File: config.mk
export PLATFORM = sky130hd
export DESIGN_NAME = pwrseq_top
export DESIGN_NICKNAME = d
export VERILOG_FILES = /design/src/rtl/pwrseq_pkg.sv /design/src/rtl/pwrseq_req_hold.sv /design/src/rtl/pwrseq_timer.sv /design/src/rtl/pwrseq_fsm.sv /design/src/rtl/pwrseq_outputs.sv /design/src/rtl/pwrseq_top.sv
export SDC_FILE = /design/constraint.sdc
export NUM_CORES = 1
export LEC_CHECK = 0
export ABC_AREA = 0
export BUFFER_PORTS_ARGS = -buffer_cell sky130_fd_sc_hd__buf_2
export CORE_MARGIN = 10
export CORE_UTILIZATION = 38
export CTS_BUF_LIST = sky130_fd_sc_hd__clkbuf_8
export DETAILED_ROUTE_END_ITERATION = 12
export GPL_TIMING_DRIVEN = 0
export PLACE_DENSITY = 0.54
export REMOVE_ABC_BUFFERS = 1
export SYNTH_ARGS = -nofsm -noshare
export SYNTH_HDL_FRONTEND = slang
export SYNTH_SLANG_ARGS = --single-unit
File: constraint.sdc
create_clock -name clk -period 2.9 [get_ports clk]
set_input_delay 0.435 -clock clk [delete_from_list [all_inputs] [get_ports clk]]
set_output_delay 0.435 -clock clk [all_outputs]
set_load 0.005 [all_outputs]
File: src/rtl/pwrseq_pkg.sv
package pwrseq_pkg;

  typedef enum logic [2:0] {
    ST_OFF    = 3'd0,
    ST_UP_PWR = 3'd1,
    ST_UP_MEM = 3'd2,
    ST_ON     = 3'd3,
    ST_DN_ISO = 3'd4,
    ST_DN_MEM = 3'd5
  } seq_state_e;

  typedef enum logic [1:0] {
    REQ_NONE = 2'd0,
    REQ_UP   = 2'd1,
    REQ_DOWN = 2'd2
  } req_kind_e;

  // Wait length in clock cycles for a duration in microseconds.
  function automatic int us_to_cycles(input int us, input int mhz);
    return us * mhz;
  endfunction

  // Counter width able to hold the larger of two cycle counts.
  function automatic int cnt_width(input int a, input int b);
    int m;
    m = (a > b) ? a : b;
    return (m < 2) ? 1 : $clog2(m + 1);
  endfunction

  // Live pulses override the held request; disable wins over enable.
  function automatic req_kind_e merge_req(input logic up, input logic dn,
                                          input req_kind_e held);
    if (dn)      return REQ_DOWN;
    else if (up) return REQ_UP;
    else         return held;
  endfunction

endpackage

File: src/rtl/pwrseq_req_hold.sv
module pwrseq_req_hold
  import pwrseq_pkg::*;
(
  input  logic      clk,
  input  logic      rst_n,
  input  logic      up_req,
  input  logic      dn_req,
  input  logic      accept,
  output req_kind_e eff_req
);

  req_kind_e held_q;

  assign eff_req = merge_req(up_req, dn_req, held_q);

  always_ff @(posedge clk or negedge rst_n) begin
    if (!rst_n)      held_q <= REQ_NONE;
    else if (accept) held_q <= REQ_NONE;
    else             held_q <= eff_req;
  end

endmodule

File: src/rtl/pwrseq_timer.sv
module pwrseq_timer #(
  parameter int CW = 4
) (
  input  logic          clk,
  input  logic          rst_n,
  input  logic          load,
  input  logic [CW-1:0] load_val,
  output logic          expired
);

  logic [CW-1:0] cnt_q;

  always_ff @(posedge clk or negedge rst_n) begin
    if (!rst_n)            cnt_q <= '0;
    else if (load)         cnt_q <= load_val;
    else if (cnt_q != '0)  cnt_q <= cnt_q - 1'b1;
  end

  assign expired = (cnt_q == '0);

endmodule

File: src/rtl/pwrseq_fsm.sv
module pwrseq_fsm
  import pwrseq_pkg::*;
#(
  parameter int RAMP_CYC = 10,
  parameter int MEM_CYC  = 1,
  parameter int CW       = 4
) (
  input  logic          clk,
  input  logic          rst_n,
  input  req_kind_e     eff_req,
  input  logic          tmr_expired,
  output seq_state_e    state_q,
  output logic          tmr_load,
  output logic [CW-1:0] tmr_val,
  output logic          accept,
  output logic          ready_q
);

  localparam logic [CW-1:0] RAMP_LOAD = CW'(RAMP_CYC - 1);
  localparam logic [CW-1:0] MEM_LOAD  = CW'(MEM_CYC - 1);

  seq_state_e state_d;

  always_comb begin
    state_d  = state_q;
    tmr_load = 1'b0;
    tmr_val  = '0;
    accept   = 1'b0;
    unique case (state_q)
      ST_OFF: begin
        accept = 1'b1;
        if (eff_req == REQ_UP) begin
          state_d  = ST_UP_PWR;
          tmr_load = 1'b1;
          tmr_val  = RAMP_LOAD;
        end
      end
      ST_UP_PWR: begin
        if (tmr_expired) begin
          state_d  = ST_UP_MEM;
          tmr_load = 1'b1;
          tmr_val  = MEM_LOAD;
        end
      end
      ST_UP_MEM: if (tmr_expired) state_d = ST_ON;
      ST_ON: begin
        accept = 1'b1;
        if (eff_req == REQ_DOWN) state_d = ST_DN_ISO;
      end
      ST_DN_ISO: state_d = ST_DN_MEM;
      ST_DN_MEM: state_d = ST_OFF;
      default:   state_d = ST_OFF;
    endcase
  end

  always_ff @(posedge clk or negedge rst_n) begin
    if (!rst_n) begin
      state_q <= ST_OFF;
      ready_q <= 1'b0;
    end else begin
      state_q <= state_d;
      ready_q <= (state_d == ST_ON);
    end
  end

endmodule

File: src/rtl/pwrseq_outputs.sv
module pwrseq_outputs
  import pwrseq_pkg::*;
(
  input  seq_state_e state_q,
  output logic       pwr_sw_n,
  output logic       mem_rail_n,
  output logic       iso_clamp,
  output logic       busy
);

  always_comb begin
    pwr_sw_n   = (state_q == ST_OFF);
    mem_rail_n = (state_q inside {ST_OFF, ST_UP_PWR, ST_DN_MEM});
    iso_clamp  = (state_q != ST_ON);
    busy       = (state_q inside {ST_UP_PWR, ST_UP_MEM, ST_DN_ISO, ST_DN_MEM});
  end

endmodule

File: src/rtl/pwrseq_top.sv
module pwrseq_top
  import pwrseq_pkg::*;
#(
  parameter int CLK_MHZ = 50,
  parameter int RAMP_US = 10,
  parameter int MEM_US  = 1
) (
  input  logic clk,
  input  logic rst_n,
  input  logic up_req,
  input  logic dn_req,
  output logic pwr_sw_n,
  output logic mem_rail_n,
  output logic iso_clamp,
  output logic busy,
  output logic ready
);

  localparam int RAMP_CYC = us_to_cycles(RAMP_US, CLK_MHZ);
  localparam int MEM_CYC  = us_to_cycles(MEM_US, CLK_MHZ);
  localparam int CW       = cnt_width(RAMP_CYC, MEM_CYC);

  req_kind_e     eff_req;
  seq_state_e    state_q;
  logic          accept;
  logic          tmr_load;
  logic [CW-1:0] tmr_val;
  logic          tmr_expired;

  pwrseq_req_hold u_hold (
    .clk    (clk),
    .rst_n  (rst_n),
    .up_req (up_req),
    .dn_req (dn_req),
    .accept (accept),
    .eff_req(eff_req)
  );

  pwrseq_timer #(.CW(CW)) u_timer (
    .clk     (clk),
    .rst_n   (rst_n),
    .load    (tmr_load),
    .load_val(tmr_val),
    .expired (tmr_expired)
  );

  pwrseq_fsm #(.RAMP_CYC(RAMP_CYC), .MEM_CYC(MEM_CYC), .CW(CW)) u_fsm (
    .clk        (clk),
    .rst_n      (rst_n),
    .eff_req    (eff_req),
    .tmr_expired(tmr_expired),
    .state_q    (state_q),
    .tmr_load   (tmr_load),
    .tmr_val    (tmr_val),
    .accept     (accept),
    .ready_q    (ready)
  );

  pwrseq_outputs u_out (
    .state_q   (state_q),
    .pwr_sw_n  (pwr_sw_n),
    .mem_rail_n(mem_rail_n),
    .iso_clamp (iso_clamp),
    .busy      (busy)
  );

endmodule

==> results_dict.tcl <==
set metrics [dict create \
    status "completed" \
    wl_microns 1730 \
    fill_cells 216 \
    start_util_pct 41.5 \
    yosysSeqAreaShare_pct 44.7 \
    min_period_ps 1910 \
    port-buffer-count 8 \
    cts.sinks 15 \
    cts_hold_buffers 0 \
    critical-path-top-delay-family "simple AND/OR/NAND/NOR gates" \
    dieArea_sq_um 4490 \
    track_usage_pct 8.54 \
    slew_violations 0 \
    cp_slowest_cell "dfrtp_1" \
    slowest_delay_ps 410 \
    diodes 0 \
    grt-ovfl-total 0 \
    via_per_inst 5.36 \
    h-tree-depth 1 \
    place_congestion 0.734 \
    synth_edf_count 0 \
    synthTopCellsByArea "dfrtp_1, a21oi_1, nor2_1, nand2_1, ha_1" \
    synthCells 92 \
    drt_iter0_markers 18 \
    setup_viol 0 \
    synth_flop_cell "dfrtp_1" \
    avgSynthCellArea_sq_um 9.13 \
    detail_route.wl_per_cell_microns 13.3 \
    coreArea_sq_um 2020 \
    die_w_microns 67.0 \
    skew_ps 2.12 \
    tightest_slew_ps 536 \
    drtAntennaViolNets 0 \
    fmax_mhz 524 \
    powerDensity_nw_per_um2 749 \
    synthDominantCellAreaShare_pct 44.7 \
    cts_made_buffers 3 \
    path_class "reg -> reg" \
    area_growth_pct 12.8 \
    synthesis.area_sq_um 840 \
    num_vias 697 \
    crit_required_ps 3070 \
    power_leakage_nw 0.400 \
    clock_latency_ps 240 \
    max_cap_viol_count 0 \
    postCtsResizedCells 0 \
    layout.nets 110 \
    rows 16 \
    critPathCaptureType "flop" \
    remaining_drc_errors 0 \
    tritoncts "done" \
    firstDrtPassIters 4 \
    min_path_type "in -> async" \
    final.setup.tns_ps 0 \
    power_w 0.000710 \
    ys_warn_count 0 \
    clk_path_buf_depth 2 \
    ir_drop_uv 392 \
    rsz0062_at_grt "false" \
    crit_fanout 6 \
    drive_gt1_share_pct 15.5 \
    root_buffer "clkbuf_8" \
    crit_path_start_kind "flop" \
    post-route-period-util_pct 65.8 \
    synth_cell_types 34 \
    yosysTopAreaCell "dfrtp_1" \
    arrival_ps 2080 \
    synth_seq_cells 15 \
    finalHoldViolations 0 \
    maxSlewHeadroom_pct 64.0 \
    grt_pass1_vias 655 \
    fp.dieH_microns 67.0 \
    grt_pass1_wl_microns 3000 \
    ys_async_sr_fraction_pct 100 \
    crit_chain "inv_1, ha_1, nor3b_2, nand3_1, or3_1, a21oi_1" \
    grt_max_degree 16 \
    hpwl_microns 1280 \
    clk_pin_slew_ps 60 \
    num_io_pins 9 \
    path_buf_inv 1 \
    post_cts_buffers 0 \
    antenna_found_initial 0 \
]
## layout by cell type, fill, tap and decap left out, types with 2 or more instances in the layout
cell type	n
a21oi_1	9
and3_1	2
buf_2	8
clkbuf_8	3
dfrtp_1	15
ha_1	2
inv_1	5
mux2i_1	2
nand2_1	7
nand2b_1	4
nand3_1	3
nand3b_1	2
nor2_1	10
nor3_1	4
nor3b_1	2
o21ai_0	5
or3_1	2
## final timing paths
path                             startpoint                to  slack (ps)  cells past startpoint
max                        u_timer.cnt_q[0]  u_fsm.state_q[1]         990                      6
min                                   rst_n  u_timer.cnt_q[2]          80                      1
max reg2reg                u_timer.cnt_q[0]  u_fsm.state_q[1]         990                      6
min reg2reg                u_hold.held_q[1]  u_hold.held_q[1]         530                      2
max in group asynchronous             rst_n  u_fsm.state_q[2]        2570                      1
min in group clk                     dn_req  u_hold.held_q[0]         410                      2
## state kept, by name, summed over array words and instances, names as in the netlist
| register | cells |
|---|---|
| u_fsm.ready_q | 1 |
| u_fsm.state_q | 3 |
| u_hold.held_q | 2 |
| u_timer.cnt_q | 9 |
## stage by stage
stage                     std cells  hold WS, ps  area (sq um)  utilization [%]  setup WS (ps)
after floorplan                  91          139           828                -           1230
after global placement          126          363           902             44.6            994
after detailed placement        126          362           902             44.6           1030
after CTS                       130         96.3           947             46.8            985
after global routing            130          104           947             46.8            793
final                           130         84.0           947             46.8            991
## cell type report
cell class / instances / area, sq um / area share [%]
flip-flops and latches: 15 / 375 / 39.6
multi-input cells: 72 / 438 / 46.2
clock buffers: 3 / 41.3 / 4.36
well taps: 27 / 33.8 / 3.57
clock inverters: 1 / 3.75 / 0.396
repair buffers: 8 / 40.0 / 4.23
inverters: 4 / 15.0 / 1.59
## cells by family after synthesis
| group | after synthesis | share of synthesized area (%) |
|---|---|---|
| compound gates | 22 | 15.8 |
| fa+ha+maj | 2 | 2.98 |
| buf+inv | 5 | 3.13 |
| flops | 15 | 44.7 |
| mux | 2 | 2.38 |
| simple gates | 46 | 31.0 |
## Yosys cell counts, types with 3 or more instances
| library cell | count |
|---|---|
| nand2b_1 | 4 |
| nor2_1 | 10 |
| o21ai_0 | 5 |
| nor3_1 | 4 |
| inv_1 | 4 |
| dfrtp_1 | 15 |
| nand2_1 | 7 |
| nand3_1 | 3 |
| a21oi_1 | 9 |
## report_power, final
group	internal [W]	switching (W)
registers	0.000267	0.0000648
clock network	0.0000936	0.0000717
logic	0.0000993	0.000114
total	0.000459	0.000250
## layer usage
layer  part of all wire, %  GRT usage (%)  up-vias  wire length [microns]
met1                    50           10.2      331                    871
met4                  0.98           3.08        0                     17
li1                      -              -      353                      -
met5                     0              0        -                      0
met2                    44           13.2       11                    763
met3                   4.3           3.85        2                     75
Power figures use the tool's default switching activity.
